===== src/rtl/tic_pkg.sv =====
package tic_pkg;
  localparam int ADDR_W       = 4;
  localparam int ADR_COUNT    = 0;
  localparam int ADR_STATUS   = 1;
  localparam int ADR_MASK     = 2;
  localparam int ADR_ENABLE   = 3;
  localparam int ADR_CMP_BASE = 4;

  localparam int SRC_HI_SET   = 0;
  localparam int SRC_HI_CLR   = 1;
  localparam int SRC_LO_SET   = 2;
  localparam int SRC_LO_CLR   = 3;
  localparam int SRC_PERIODIC = 4;
endpackage


===== src/rtl/tic_counter.sv =====
module tic_counter #(
  parameter int W      = 32,
  parameter int HI_BIT = 18,
  parameter int LO_BIT = 16
) (
  input  logic                              clk,
  input  logic                              rst_n,
  output logic [W-1:0]                      cnt_o,
  output logic [tic_pkg::SRC_PERIODIC-1:0]  per_src_o
);
  import tic_pkg::*;

  logic [W-1:0] cnt_q;

  always_ff @(posedge clk or negedge rst_n) begin
    if (!rst_n) cnt_q <= '0;
    else        cnt_q <= cnt_q + W'(1);
  end

  always_comb begin
    per_src_o             = '0;
    per_src_o[SRC_HI_SET] = cnt_q[HI_BIT];
    per_src_o[SRC_HI_CLR] = ~cnt_q[HI_BIT];
    per_src_o[SRC_LO_SET] = cnt_q[LO_BIT];
    per_src_o[SRC_LO_CLR] = ~cnt_q[LO_BIT];
  end

  assign cnt_o = cnt_q;

  logic run_q;
  always_ff @(posedge clk or negedge rst_n) begin
    if (!rst_n) run_q <= 1'b0;
    else        run_q <= 1'b1;
  end

  // counter advances by exactly one per clock once running
  a_r1_count_step: assert property (@(posedge clk) disable iff (!rst_n)
    run_q |-> (cnt_q == $past(cnt_q) + W'(1)));
endmodule


===== src/rtl/tic_compare.sv =====
module tic_compare #(
  parameter int W = 32
) (
  input  logic         clk,
  input  logic         rst_n,
  input  logic [W-1:0] cnt_i,
  input  logic         wr_i,
  input  logic [W-1:0] wdata_i,
  output logic [W-1:0] cmp_o,
  output logic         pend_o
);
  logic [W-1:0] cmp_q;
  logic         pend_q;
  logic         hit;

  assign hit = (cnt_i == cmp_q);

  always_ff @(posedge clk or negedge rst_n) begin
    if (!rst_n) begin
      cmp_q  <= '1;
      pend_q <= 1'b0;
    end else if (wr_i) begin
      cmp_q  <= wdata_i;
      pend_q <= 1'b0;
    end else if (hit) begin
      pend_q <= 1'b1;
    end
  end

  assign cmp_o  = cmp_q;
  assign pend_o = pend_q;

  // a match without a write latches the flag
  a_r4_match_sets: assert property (@(posedge clk) disable iff (!rst_n)
    (hit && !wr_i) |=> pend_q);
  // flag stays set until the register is written
  a_r5_sticky: assert property (@(posedge clk) disable iff (!rst_n)
    (pend_q && !wr_i) |=> pend_q);
  // a write always clears the flag
  a_r6_write_clears: assert property (@(posedge clk) disable iff (!rst_n)
    wr_i |=> !pend_q);
endmodule


===== src/rtl/tic_irq_gate.sv =====
module tic_irq_gate #(
  parameter int NSRC = 6
) (
  input  logic            clk,
  input  logic            rst_n,
  input  logic [NSRC-1:0] src_i,
  input  logic [NSRC-1:0] mask_i,
  input  logic            gie_i,
  output logic            irq_o
);
  logic irq_q;

  always_ff @(posedge clk or negedge rst_n) begin
    if (!rst_n) irq_q <= 1'b0;
    else        irq_q <= gie_i & (|(src_i & mask_i));
  end

  assign irq_o = irq_q;

  // global enable low blocks the request on the next cycle
  a_r8_gie_blocks: assert property (@(posedge clk) disable iff (!rst_n)
    !gie_i |=> !irq_q);
  // no request without an unmasked active source one cycle earlier
  a_r9_needs_source: assert property (@(posedge clk) disable iff (!rst_n)
    ((src_i & mask_i) == '0) |=> !irq_q);
endmodule


===== src/rtl/tic_regbus.sv =====
module tic_regbus #(
  parameter int W       = 32,
  parameter int NUM_CMP = 2,
  parameter int NSRC    = 6
) (
  input  logic                        clk,
  input  logic                        rst_n,
  input  logic                        req_valid_i,
  output logic                        req_ready_o,
  input  logic                        req_write_i,
  input  logic [tic_pkg::ADDR_W-1:0]  req_addr_i,
  input  logic [W-1:0]                req_wdata_i,
  output logic                        rsp_valid_o,
  input  logic                        rsp_ready_i,
  output logic [W-1:0]                rsp_rdata_o,
  input  logic [W-1:0]                cnt_i,
  input  logic [NSRC-1:0]             src_i,
  input  logic [NUM_CMP-1:0][W-1:0]   cmp_i,
  output logic [NUM_CMP-1:0]          cmp_we_o,
  output logic [NSRC-1:0]             mask_o,
  output logic                        gie_o
);
  import tic_pkg::*;

  logic            rsp_valid_q;
  logic [W-1:0]    rsp_rdata_q;
  logic [NSRC-1:0] mask_q;
  logic            gie_q;
  logic            accept;
  logic            wr_acc;
  logic [W-1:0]    rd_val;

  assign req_ready_o = !rsp_valid_q || rsp_ready_i;
  assign accept      = req_valid_i && req_ready_o;
  assign wr_acc      = accept && req_write_i;

  always_comb begin
    rd_val = '0;
    case (req_addr_i)
      ADDR_W'(ADR_COUNT):  rd_val = cnt_i;
      ADDR_W'(ADR_STATUS): rd_val[NSRC-1:0] = src_i;
      ADDR_W'(ADR_MASK):   rd_val[NSRC-1:0] = mask_q;
      ADDR_W'(ADR_ENABLE): rd_val[0] = gie_q;
      default: begin
        for (int i = 0; i < NUM_CMP; i++)
          if (req_addr_i == ADDR_W'(ADR_CMP_BASE + i)) rd_val = cmp_i[i];
      end
    endcase
  end

  for (genvar g = 0; g < NUM_CMP; g++) begin : g_cmp_we
    assign cmp_we_o[g] = wr_acc && (req_addr_i == ADDR_W'(ADR_CMP_BASE + g));
  end

  always_ff @(posedge clk or negedge rst_n) begin
    if (!rst_n) begin
      mask_q <= '0;
      gie_q  <= 1'b0;
    end else if (wr_acc) begin
      if (req_addr_i == ADDR_W'(ADR_MASK))   mask_q <= req_wdata_i[NSRC-1:0];
      if (req_addr_i == ADDR_W'(ADR_ENABLE)) gie_q  <= req_wdata_i[0];
    end
  end

  always_ff @(posedge clk or negedge rst_n) begin
    if (!rst_n) begin
      rsp_valid_q <= 1'b0;
      rsp_rdata_q <= '0;
    end else if (accept) begin
      rsp_valid_q <= 1'b1;
      rsp_rdata_q <= req_write_i ? '0 : rd_val;
    end else if (rsp_ready_i) begin
      rsp_valid_q <= 1'b0;
    end
  end

  assign rsp_valid_o = rsp_valid_q;
  assign rsp_rdata_o = rsp_rdata_q;
  assign mask_o      = mask_q;
  assign gie_o       = gie_q;

  // a stalled response holds valid and data
  a_r10_rsp_hold: assert property (@(posedge clk) disable iff (!rst_n)
    (rsp_valid_q && !rsp_ready_i) |=> (rsp_valid_q && $stable(rsp_rdata_q)));
  // an accepted request always produces a response next cycle
  a_r10_rsp_follows: assert property (@(posedge clk) disable iff (!rst_n)
    accept |=> rsp_valid_q);
endmodule


===== src/rtl/tic_timer_irq.sv =====
module tic_timer_irq #(
  parameter int W       = 32,
  parameter int HI_BIT  = 18,
  parameter int LO_BIT  = 16,
  parameter int NUM_CMP = 2
) (
  input  logic         clk,
  input  logic         rst_n,
  input  logic         req_valid,
  output logic         req_ready,
  input  logic         req_write,
  input  logic [3:0]   req_addr,
  input  logic [W-1:0] req_wdata,
  output logic         rsp_valid,
  input  logic         rsp_ready,
  output logic [W-1:0] rsp_rdata,
  output logic         irq
);
  import tic_pkg::*;

  localparam int NSRC = SRC_PERIODIC + NUM_CMP;

  logic [W-1:0]              cnt;
  logic [SRC_PERIODIC-1:0]   per_src;
  logic [NUM_CMP-1:0]        pend;
  logic [NUM_CMP-1:0][W-1:0] cmp_val;
  logic [NUM_CMP-1:0]        cmp_we;
  logic [NSRC-1:0]           src;
  logic [NSRC-1:0]           mask;
  logic                      gie;

  tic_counter #(.W(W), .HI_BIT(HI_BIT), .LO_BIT(LO_BIT)) u_counter (
    .clk(clk), .rst_n(rst_n), .cnt_o(cnt), .per_src_o(per_src)
  );

  for (genvar g = 0; g < NUM_CMP; g++) begin : g_cmp
    tic_compare #(.W(W)) u_cmp (
      .clk(clk), .rst_n(rst_n), .cnt_i(cnt), .wr_i(cmp_we[g]),
      .wdata_i(req_wdata), .cmp_o(cmp_val[g]), .pend_o(pend[g])
    );
  end

  assign src = {pend, per_src};

  tic_regbus #(.W(W), .NUM_CMP(NUM_CMP), .NSRC(NSRC)) u_regbus (
    .clk(clk), .rst_n(rst_n),
    .req_valid_i(req_valid), .req_ready_o(req_ready),
    .req_write_i(req_write), .req_addr_i(req_addr), .req_wdata_i(req_wdata),
    .rsp_valid_o(rsp_valid), .rsp_ready_i(rsp_ready), .rsp_rdata_o(rsp_rdata),
    .cnt_i(cnt), .src_i(src), .cmp_i(cmp_val), .cmp_we_o(cmp_we),
    .mask_o(mask), .gie_o(gie)
  );

  tic_irq_gate #(.NSRC(NSRC)) u_irq (
    .clk(clk), .rst_n(rst_n), .src_i(src), .mask_i(mask), .gie_i(gie),
    .irq_o(irq)
  );
endmodule


===== config.mk =====
export PLATFORM = sky130hd
export DESIGN_NAME = tic_timer_irq
export DESIGN_NICKNAME = d
export VERILOG_FILES = /design/src/rtl/tic_pkg.sv /design/src/rtl/tic_counter.sv /design/src/rtl/tic_compare.sv /design/src/rtl/tic_irq_gate.sv /design/src/rtl/tic_regbus.sv /design/src/rtl/tic_timer_irq.sv
export SDC_FILE = /design/constraint.sdc
export NUM_CORES = 1
export LEC_CHECK = 0
export BUFFER_PORTS_ARGS = -buffer_cell sky130_fd_sc_hd__buf_4
export CAP_MARGIN = 20
export CORE_MARGIN = 5
export CORE_UTILIZATION = 55
export CTS_BUF_LIST = sky130_fd_sc_hd__clkbuf_8 sky130_fd_sc_hd__clkbuf_16
export DETAILED_ROUTE_END_ITERATION = 8
export PLACE_DENSITY = 0.75
export SLEW_MARGIN = 20
export SYNTH_ARGS = -nofsm -noshare
export SYNTH_HDL_FRONTEND = slang
export SYNTH_SLANG_ARGS = --single-unit
export TNS_END_PERCENT = 100

===== constraint.sdc =====
create_clock -name clk -period 2.5 [get_ports clk]
set_input_delay 0.375 -clock clk [delete_from_list [all_inputs] [get_ports clk]]
set_output_delay 0.375 -clock clk [all_outputs]
set_load 0.005 [all_outputs]

==> out/metrics.yaml <==
setup.worst_path.class: "reg2reg"
rsz0062_at_grt: "false"
ctsLongestPathBuffers: 2
vdd_drop_max_v: 0.000489
synth_top_area_share_pct: 26.8
via_count: 4856
skew_ns: 0.00960
nNetsFinal: 718
grt_pass1_vias: 4948
grt-ovfl-total: 0
fmax_mhz: 468
r2r_cells: 6
r2r_setup_slack_ns: 0.37
setup_violations: 0
grt_start_max_net_pins: 53
synthArstFlopShare_pct: 100
slew_violations: 0
hold_class: "in2reg"
cp.required_ns: 2.79
die_area_um2: 15100
power.density_nw_per_um2: 751
core_um2: 12600
yosys-top-cells-count: "xnor2_1 (90), dfrtp_1 (75), mux2_2 (68), dfstp_2 (64)"
p_leak_nw: 3.47
drv_cap: 0
yosys.area.top_type: "dfrtp_1"
path_max_fanout: 7
root_buffer: "clkbuf_16"
period_needed_ns: 2.13
setup_tns_ns: 0
status: "completed"
drt_iter0_drc: 333
maxSlewHeadroom_pct: 63.1
ios: 76
gp_congestion: 0.891
dpl.hpwl_mm: 11.5
grt_pass1_wl_mm: 26.7
cp.arrival_ns: 2.43
antennaDiodeCount: 0
worstSetupEndpointType: "flop"
ys_seq_elements: 139
ctsResizeCount: 0
drt.antenna.violating_nets: 0
drc_errors: 0
ys_types: 38
critPathLaunchType: "flop"
hold_viol_final: 0
tritoncts: "built"
worst_pin_slew_ns: 0.551
fp.dieW_um: 123
post-synth-top-count-cell: "xnor2_1"
io_buffers: 75
antenna_found_initial: 0
totalWireLength_mm: 16.4
synth_ff_type: "dfrtp_1"
seq_area_frac_synth_pct: 50.8
start_util_pct: 55.7
synth-edff-count: 0
num_rows: 41
clk_pin_slew_ns: 0.06
numCtsBuffers: 17
synth_area_leaders: "dfrtp_1 (27%), dfstp_2 (24%), xnor2_1 (11%)"
drive_gt1_share_pct: 37.4
cts_htree_levels: 4
drt-wirelength-per-cell_um: 19.1
track_usage_pct: 23.4
yosys_warnings: 0
syn2layout_area_growth_pct: 18.7
die-height_um: 123
syn_nets: 659
fin_crit_sh_pct: 85.4
clkLatencyLatePin_ns: 0.42
synth_area_per_cell_um2: 11.4
vias_per_cell: 5.64
drtPass1Iterations: 5
min_path_cells: 2
cts_sinks: 139
syn_area_um2: 7000
whs_ns: 0.167
syn_inst: 617
-- per-layer routing --
metal | vias up | global-route usage [%] | wire (µm)
li1 | 2256 | - | -
met1 | 2417 | 31.5 | 7210
met2 | 148 | 36.7 | 7910
met3 | 35 | 4.84 | 847
met4 | 0 | 10.0 | 482
met5 | - | 0 | 0
-- final timing paths --
check	startpoint	endpoint
worst max-delay path	u_counter.cnt_o[1]$_DFF_PN0_	u_counter.cnt_o[20]$_DFF_PN0_
worst min-delay path	req_valid	u_regbus.rsp_valid_o$_DFFE_PN0P_
worst max register to register	u_counter.cnt_o[1]$_DFF_PN0_	u_counter.cnt_o[20]$_DFF_PN0_
worst min register to register	u_regbus.rsp_rdata_o[0]$_DFFE_PN0P_	u_regbus.rsp_rdata_o[0]$_DFFE_PN0P_
max in group asynchronous	rst_n	g_cmp[0].u_cmp.cmp_o[25]$_DFFE_PN1P_
min in group asynchronous	rst_n	u_regbus.rsp_rdata_o[7]$_DFFE_PN0P_
-- critical path, cell delays in order, from the launching register on --
cell and delay (ns):
dfrtp_1 0.50, ha_1 0.26, and4_1 0.30, nand3_1 0.15, nor2_1 0.47, nand4_1 0.18, xnor2_1 0.15
-- sequential cells by signal, summed over array words and instances, names as in the netlist --
signal and cells:
g_cmp.u_cmp.cmp_o 64, u_counter.cnt_o 32, u_regbus.rsp_rdata_o 32, u_regbus.mask_o 6
g_cmp.u_cmp.pend_o 2, u_irq.irq_o 1, u_regbus.gie_o 1, u_regbus.rsp_valid_o 1
-- metrics by stage --
step | setup WS (ns) | util, % | power (mW) | area [µm²] | std cells
finish | 0.365 | 66.2 | 6.24 | 8310 | 861
global route | 0.205 | 66.2 | 6.49 | 8310 | 861
CTS | 0.401 | 66.2 | 6.28 | 8310 | 861
detailed placement | 0.431 | 61.1 | 3.66 | 7680 | 828
global placement | 0.476 | 61.1 | 3.62 | 7680 | 828
floorplan | 0.627 | - | 3.32 | 7000 | 617
-- cells by family after synthesis --
family / Yosys count / share of synthesized area [%]
fa+ha+maj: 1 / 0.179
xor+xnor: 94 / 11.8
flops: 139 / 50.8
mux: 109 / 17.0
compound gates: 75 / 5.77
simple gates: 147 / 10.7
buf+inv: 52 / 3.73
-- layout make-up --
cell class	instances	area [µm²]
Multi-Input combinational cell	426	3180
Timing Repair Buffer	89	724
Clock inverter	11	141
Tap cell	172	215
Fill cell	944	4250
Sequential cell	139	3560
Inverter	3	11.3
Clock buffer	21	480
-- where the power goes --
group	switching (mW)	internal, mW
combinational	0.375	0.438
clock	0.942	1.67
sequential	0.207	2.61
total	1.52	4.72
-- placed cells by master (no fill, tap or decap), drive strengths merged, types with 3 or more instances in the layout --
| cell | instances |
|---|---|
| a21oi | 36 |
| a22o | 5 |
| and2 | 3 |
| and3 | 7 |
| and4 | 3 |
| buf | 88 |
| bufinv | 3 |
| clkbuf | 21 |
| clkinv | 4 |
| dfrtp | 75 |
| dfstp | 64 |
| inv | 5 |
| mux2 | 71 |
| mux2i | 37 |
| nand2 | 38 |
| nand2b | 7 |
| nand3 | 14 |
| nand4 | 25 |
| nor2 | 39 |
| nor4 | 5 |
| o21ai | 27 |
| o22ai | 5 |
| xnor2 | 90 |
| xor2 | 4 |
-- what timing repair did --
action | in CTS | in global routing
buffers inserted | 0 | 0
setup endpoints to repair | 0 | 0
hold endpoints to repair | 25 | 0
hold buffers | 1 | 0
(Power assumes the default switching activity.)
